[config.mk]
export PLATFORM = sky130hd
export DESIGN_NAME = svc_watchdog
export DESIGN_NICKNAME = d
export VERILOG_FILES = /design/src/rtl/svc_wdog_pkg.sv /design/src/rtl/svc_wdog_seq.sv /design/src/rtl/svc_wdog_timer.sv /design/src/rtl/svc_watchdog.sv
export SDC_FILE = /design/constraint.sdc
export NUM_CORES = 1
export LEC_CHECK = 0
export BUFFER_PORTS_ARGS = -buffer_cell sky130_fd_sc_hd__buf_2
export CAP_MARGIN = 20
export CORE_MARGIN = 3
export CORE_UTILIZATION = 46
export DETAILED_ROUTE_END_ITERATION = 8
export MAX_ROUTING_LAYER = met4
export PLACE_DENSITY = 0.68
export SLEW_MARGIN = 30
export SYNTH_ARGS = -nofsm -noshare
export SYNTH_HDL_FRONTEND = slang
export SYNTH_SLANG_ARGS = --single-unit
[constraint.sdc]
create_clock -name clk -period 2.6 [get_ports clk]
set_clock_uncertainty 0.1 [all_clocks]
set_input_delay 0.13 -clock clk [delete_from_list [all_inputs] [get_ports clk]]
set_output_delay 0.13 -clock clk [all_outputs]
set_load 0.1 [all_outputs]
[src/rtl/svc_wdog_pkg.sv]
package svc_wdog_pkg;
    typedef enum logic [1:0] {T_OFF, T_RUN, T_HOLD} tmr_state_e;
    typedef enum logic {S_IDLE, S_ARMED} seq_state_e;

    localparam logic [15:0] KEY_FIRST  = 16'h5555;
    localparam logic [15:0] KEY_SECOND = 16'hAAAA;

    localparam logic [3:0] OFS_CTRL  = 4'h0;
    localparam logic [3:0] OFS_SVC   = 4'h2;
    localparam logic [3:0] OFS_CAUSE = 4'h4;
    localparam logic [3:0] OFS_INT   = 4'h6;
    localparam logic [3:0] OFS_MISC  = 4'h8;
endpackage

[src/rtl/svc_wdog_seq.sv]
module svc_wdog_seq
    import svc_wdog_pkg::*;
#(
    parameter int W = 16
) (
    input  logic         clk,
    input  logic         rst_n,
    input  logic         wr_i,
    input  logic [W-1:0] data_i,
    output logic         ok_o
);
    seq_state_e state, nxt;

    always_ff @(posedge clk or negedge rst_n) begin
        if (!rst_n) state <= S_IDLE;
        else        state <= nxt;
    end

    always_comb begin
        nxt = state;
        unique case (state)
            S_IDLE:  if (wr_i && data_i == W'(KEY_FIRST)) nxt = S_ARMED;
            S_ARMED: if (wr_i) nxt = S_IDLE;
            default: nxt = S_IDLE;
        endcase
    end

    always_ff @(posedge clk or negedge rst_n) begin
        if (!rst_n) ok_o <= 1'b0;
        else        ok_o <= wr_i && (state == S_ARMED) && (data_i == W'(KEY_SECOND));
    end

    // a reload is never followed directly by another one
    a_r5_ok_single: assert property (@(posedge clk) disable iff (!rst_n)
        ok_o |=> !ok_o);
endmodule

[src/rtl/svc_wdog_timer.sv]
module svc_wdog_timer
    import svc_wdog_pkg::*;
#(
    parameter int CODE_W = 8
) (
    input  logic              clk,
    input  logic              rst_n,
    input  logic              en_i,
    input  logic              hold_i,
    input  logic              tick_i,
    input  logic              reload_i,
    input  logic [CODE_W-1:0] code_i,
    input  logic [CODE_W-1:0] warn_i,
    output logic              expire_o,
    output logic              warn_hit_o
);
    localparam int CNT_W = CODE_W + 1;

    tmr_state_e state, nxt;
    logic [CNT_W-1:0] cnt;
    logic [CNT_W-1:0] load_val;
    logic             step;

    assign load_val = {1'b0, code_i} + CNT_W'(1);
    assign step     = (state == T_RUN) && !hold_i && tick_i;

    always_ff @(posedge clk or negedge rst_n) begin
        if (!rst_n) state <= T_OFF;
        else        state <= nxt;
    end

    always_comb begin
        nxt = state;
        unique case (state)
            T_OFF:   if (en_i) nxt = hold_i ? T_HOLD : T_RUN;
            T_RUN:   if (hold_i) nxt = T_HOLD;
            T_HOLD:  if (!hold_i) nxt = T_RUN;
            default: nxt = T_OFF;
        endcase
    end

    always_ff @(posedge clk or negedge rst_n) begin
        if (!rst_n) begin
            cnt <= CNT_W'(1);
        end else if (state == T_OFF || reload_i) begin
            cnt <= load_val;
        end else if (step) begin
            cnt <= (cnt == CNT_W'(1)) ? load_val : cnt - CNT_W'(1);
        end
    end

    always_ff @(posedge clk or negedge rst_n) begin
        if (!rst_n) begin
            expire_o   <= 1'b0;
            warn_hit_o <= 1'b0;
        end else begin
            expire_o   <= step && (cnt == CNT_W'(1));
            warn_hit_o <= step && ((cnt - CNT_W'(1)) == {1'b0, warn_i});
        end
    end

    // a live counter never sits at zero
    a_r3_cnt_live: assert property (@(posedge clk) disable iff (!rst_n)
        (state != T_OFF) |-> (cnt != '0));
    // once started the countdown cannot return to off
    a_r2_no_stop: assert property (@(posedge clk) disable iff (!rst_n)
        (state != T_OFF) |=> (state != T_OFF));
    // a held count does not move unless serviced
    a_r9_hold_frozen: assert property (@(posedge clk) disable iff (!rst_n)
        (state == T_HOLD && !reload_i) |=> (cnt == $past(cnt)));
endmodule

[src/rtl/svc_watchdog.sv]
module svc_watchdog
    import svc_wdog_pkg::*;
#(
    parameter int CODE_W = 8,
    parameter int ADDR_W = 4
) (
    input  logic              clk,
    input  logic              rst_n,
    input  logic              wr_en_i,
    input  logic [ADDR_W-1:0] addr_i,
    input  logic [15:0]       wdata_i,
    output logic [15:0]       rdata_o,
    input  logic              tick_i,
    input  logic              lowpwr_i,
    input  logic              debug_i,
    input  logic              wait_i,
    output logic              tout_rst_o,
    output logic              sw_rst_o,
    output logic              irq_o,
    output logic              ext_alarm_o
);
    logic [CODE_W-1:0] code_q, warn_q;
    logic lp_sus_q, dbg_sus_q, wait_sus_q, en_q, tsel_q, alarm_rel_q;
    logic [1:0] cause_q;
    logic sts_q, ie_q, pde_q, tout_seen_q;
    logic wr_ctrl, wr_svc, wr_int, wr_misc;
    logic hold, svc_ok, warn_hit;

    assign wr_ctrl = wr_en_i && addr_i == ADDR_W'(OFS_CTRL);
    assign wr_svc  = wr_en_i && addr_i == ADDR_W'(OFS_SVC);
    assign wr_int  = wr_en_i && addr_i == ADDR_W'(OFS_INT);
    assign wr_misc = wr_en_i && addr_i == ADDR_W'(OFS_MISC);
    assign hold    = (lp_sus_q && lowpwr_i) || (dbg_sus_q && debug_i) || (wait_sus_q && wait_i);

    svc_wdog_seq #(.W(16)) u_seq (
        .clk(clk), .rst_n(rst_n), .wr_i(wr_svc), .data_i(wdata_i), .ok_o(svc_ok)
    );

    svc_wdog_timer #(.CODE_W(CODE_W)) u_tmr (
        .clk(clk), .rst_n(rst_n), .en_i(en_q), .hold_i(hold), .tick_i(tick_i),
        .reload_i(svc_ok), .code_i(code_q), .warn_i(warn_q),
        .expire_o(tout_rst_o), .warn_hit_o(warn_hit)
    );

    always_ff @(posedge clk or negedge rst_n) begin
        if (!rst_n) begin
            code_q <= '0; wait_sus_q <= 1'b0; alarm_rel_q <= 1'b1; tsel_q <= 1'b0;
            en_q <= 1'b0; dbg_sus_q <= 1'b0; lp_sus_q <= 1'b0; sw_rst_o <= 1'b0;
        end else begin
            sw_rst_o <= wr_ctrl && !wdata_i[4];
            if (wr_ctrl) begin
                code_q      <= wdata_i[8 +: CODE_W];
                wait_sus_q  <= wdata_i[7];
                alarm_rel_q <= wdata_i[5];
                tsel_q      <= wdata_i[3];
                en_q        <= en_q | wdata_i[2];
                dbg_sus_q   <= wdata_i[1];
                lp_sus_q    <= wdata_i[0];
            end
        end
    end

    always_ff @(posedge clk or negedge rst_n) begin
        if (!rst_n) begin
            cause_q <= 2'b00; warn_q <= '0; ie_q <= 1'b0; sts_q <= 1'b0;
            pde_q <= 1'b0; tout_seen_q <= 1'b0;
        end else begin
            if (sw_rst_o)        cause_q <= 2'b01;
            else if (tout_rst_o) cause_q <= 2'b10;
            tout_seen_q <= tout_seen_q | tout_rst_o;
            if (wr_int) begin
                warn_q <= wdata_i[CODE_W-1:0];
                ie_q   <= wdata_i[15];
            end
            if (warn_hit)                    sts_q <= 1'b1;
            else if (wr_int && wdata_i[14]) sts_q <= 1'b0;
            if (wr_misc) pde_q <= wdata_i[0];
        end
    end

    assign irq_o       = sts_q && ie_q;
    assign ext_alarm_o = !alarm_rel_q || (tsel_q && tout_seen_q);

    always_comb begin
        rdata_o = '0;
        case (addr_i)
            ADDR_W'(OFS_CTRL):  rdata_o = {code_q, wait_sus_q, 1'b0, alarm_rel_q, 1'b1,
                                           tsel_q, en_q, dbg_sus_q, lp_sus_q};
            ADDR_W'(OFS_CAUSE): rdata_o = {14'b0, cause_q};
            ADDR_W'(OFS_INT):   rdata_o = {ie_q, sts_q, 6'b0, warn_q};
            ADDR_W'(OFS_MISC):  rdata_o = {15'b0, pde_q};
            default:            rdata_o = '0;
        endcase
    end

    // enable stays set until reset
    a_r2_en_sticky: assert property (@(posedge clk) disable iff (!rst_n)
        en_q |=> en_q);
    // a software reset request follows a bus write
    a_r6_sw_from_write: assert property (@(posedge clk) disable iff (!rst_n)
        sw_rst_o |-> $past(wr_en_i));
    // at most one cause recorded
    a_r7_cause_onehot: assert property (@(posedge clk) disable iff (!rst_n)
        $onehot0(cause_q));
endmodule

==> flow_metrics.env <==
export IMPL_run_status="finished, final reports clean"
export IMPL_fmax_mhz=461
export IMPL_synth_edf_count=0
export IMPL_place_gp_congestion=0.912
export IMPL_grt_pass1_wl_mm=9.74
export IMPL_hold_viol=0
export IMPL_cp_start_kind="flop"
export IMPL_cp_slowest_cell="a222oi_1"
export IMPL_min_path_type="in -> reg"
export IMPL_ys_flop_type="dfrtp_1"
export IMPL_rsz0062_at_grt="no"
export IMPL_drive_above_1_share_pct=33.5
export IMPL_whs_ns=0.0117
export IMPL_min_period_ns=2.17
export IMPL_ys_async_sr_fraction_pct=100
export IMPL_irDropWorstVdd_mv=0.542
export IMPL_path_cells="a222oi_1 > nand4b_1 > and2b_2 > a21o_1 > a211o_1"
export IMPL_path_buf_inv=0
export IMPL_powerDensity_nw_per_um2=952
export IMPL_cts_sinks=44
export IMPL_dp_hpwl_mm=4.38
export IMPL_holdBufCountCts=7
export IMPL_cp_top_family="compound AO/OA/AOI/OAI gates"
export IMPL_wl_per_cell_um=16.7
export IMPL_nets=310
export IMPL_cpPeakStageDelay_ns=0.51
export IMPL_portBuffers=46
export IMPL_cts_root_buf="clkbuf_8"
export IMPL_maxSlewHeadroom_pct=58.5
export IMPL_crit_required_ns=2.68
export IMPL_grt_max_degree=45
export IMPL_worstPathArrival_ns=2.25
export IMPL_clk_latency_ns=0.29
export IMPL_cts_buffers=5
export IMPL_antennaDiodeCount=0
export IMPL_path_clk_slew_ns=0.08
export IMPL_crit_type="reg -> reg"
export IMPL_hold_path_startpoint="wdata_i[11]"
export IMPL_antenna_found_initial=0
export IMPL_cts_max_level=2
export IMPL_report_final_slew_viol_count=0
export IMPL_synth_seq_area_share_pct=44.5
export IMPL_n_fill_cell=442
export IMPL_p_leak_nw=1.36
export IMPL_fin_tns_setup_ns=0
export IMPL_postSynthCellCount=227
export IMPL_fp_row_count=26
export IMPL_cts_tree="built"
export IMPL_netlist_area_sq_um=2480
export IMPL_worst_pin_slew_ns=0.621
export IMPL_startpoint="lp_sus_q"
export IMPL_ys_ff_latch=44
export IMPL_ys_types=52
export IMPL_p_total_mw=2.80
export IMPL_groute_usage_overall_pct=20.6
export IMPL_drt_iter0_drc=78
export IMPL_syn_area_per_cell_sq_um=10.9
export IMPL_grt_pass1_vias=1963
export IMPL_drc=0
export IMPL_post_cts_buffers=0
export IMPL_dr_pass1_iters=4
export IMPL_r2r_start="lp_sus_q"
export IMPL_postRouteAntennaNets=0
export IMPL_vias_per_cell=5.55
export IMPL_ios=47
export IMPL_syn_num_nets=257
export IMPL_grt_ovfl_total=0
export IMPL_ff_latch_area_sq_um=1100
export IMPL_critPathMaxFanout=19
export IMPL_cts_resized=0
export IMPL_cp_end_kind="flop"
export IMPL_maxCapViolCount=0
export IMPL_clk_path_buf_depth=2
export IMPL_area_growth_pct=18.7
export IMPL_vias=1947
export IMPL_multi_input_area_sq_um=1320
export IMPL_die_width_um=79.4
export IMPL_initial_core_util_pct=48.0
export IMPL_die_height_um=79.4
export IMPL_setup_viol=0
export IMPL_finalCritPeriodShare_pct=83.4
export IMPL_core_sq_um=5170
export IMPL_wl_mm=5.86
export IMPL_ys_warn_count=0
export IMPL_dieArea_sq_um=6310
## metal layers
metal  routed length (um)  vias up  part of all wire [%]  track usage [%]
met3                  177        8                   3.0             3.61
met4                  100        0                   1.7             6.53
met5                    0        -                     0                -
li1                     -      953                     -                -
met1                 2700      951                    46             27.5
met2                 2880       35                    49             32.2
## cells in the final DEF (no fill, tap or decap), drive strengths merged, types with 7 or more instances in the layout
master / Yosys / routed
a22o: 7 / 7
dlygate4sd3: 0 / 7
nor2: 14 / 14
dfrtp: 42 / 42
nand2: 11 / 11
xnor2: 11 / 11
mux2: 26 / 26
buf: 4 / 47
nor3: 9 / 9
and2: 10 / 10
xor2: 7 / 7
## cells by family (layout without fill, tap and decap cells)
| family | after synthesis | count (layout) | share of synthesized area (%) |
|---|---|---|---|
| compound gates | 42 | 42 | 12.5 |
| xor+xnor | 18 | 18 | 6.35 |
| fa+ha+maj | 3 | 3 | 1.51 |
| buf+inv | 13 | 67 | 2.97 |
| flops | 44 | 44 | 44.5 |
| mux | 28 | 28 | 12.6 |
| simple gates | 79 | 79 | 19.6 |
## state kept, by name (all words and copies together) (netlist names), 2 cells and up
register     cells
u_tmr.state      2
code_q           8
cause_q          2
warn_q           8
u_tmr.cnt        9
## worst reg2reg max path: stages, from the launching register on
cell and delay, ns:
dfrtp_1 0.40, a222oi_1 0.51, nand4b_1 0.23, and2b_2 0.37, a21o_1 0.19, a211o_1 0.28
## worst paths after layout
path,end,slack [ns],cells after the start
setup / recovery,u_tmr.cnt[7],0.43,5
hold / removal,code_q[3],0.01,2
setup reg to reg,u_tmr.cnt[7],0.43,5
hold reg to reg,cause_q[1],0.35,1
max in group asynchronous,alarm_rel_q,1.74,2
min in group asynchronous,u_tmr.warn_hit_o,0.27,2
## metrics by stage
stage / cells / area, sq um / utilization (%) / setup WS (ns)
2_1_floorplan: 227 / 2490 / - / 0.264
3_3_place_gp: 336 / 2760 / 53.4 / 0.477
3_5_place_dp: 336 / 2770 / 53.5 / 0.456
4_1_cts: 351 / 2940 / 56.9 / 0.447
5_1_grt: 351 / 2940 / 56.9 / 0.283
6_report: 351 / 2940 / 56.9 / 0.432
## cell type report
class / count / share of cell area, %
clock inverter: 2 / 1.19
clock buffer: 6 / 2.46
timing repair buffer: 54 / 10.5
tap: 70 / 2.97
sequential: 44 / 37.5
multi-input combinational: 170 / 44.7
inverter: 5 / 0.637
## cells in the mapped netlist, types with 4 or more instances
| cell | count | area (sq um) |
|---|---|---|
| a21o_1 | 5 | 37.5 |
| a21oi_1 | 6 | 30.0 |
| a22o_1 | 7 | 61.3 |
| and2_1 | 10 | 62.6 |
| clkbuf_1 | 4 | 15.0 |
| dfrtp_1 | 42 | 1050 |
| inv_1 | 5 | 18.8 |
| mux2_2 | 26 | 293 |
| nand2_1 | 11 | 41.3 |
| nand3_1 | 4 | 20.0 |
| nand4_1 | 4 | 25.0 |
| nand4b_1 | 4 | 35.0 |
| nor2_1 | 14 | 52.6 |
| nor3_1 | 9 | 45.0 |
| o21ai_0 | 6 | 30.0 |
| xnor2_1 | 11 | 96.3 |
| xor2_1 | 7 | 61.3 |
## power breakdown
group	total [mW]	switching, mW	internal (mW)	leakage, nW
registers	1.15	0.253	0.893	0.549
logic	1.15	0.652	0.502	0.760
clock network	0.505	0.220	0.285	0.0552
total	2.80	1.12	1.68	1.36
Power figures use the tool's default switching activity.
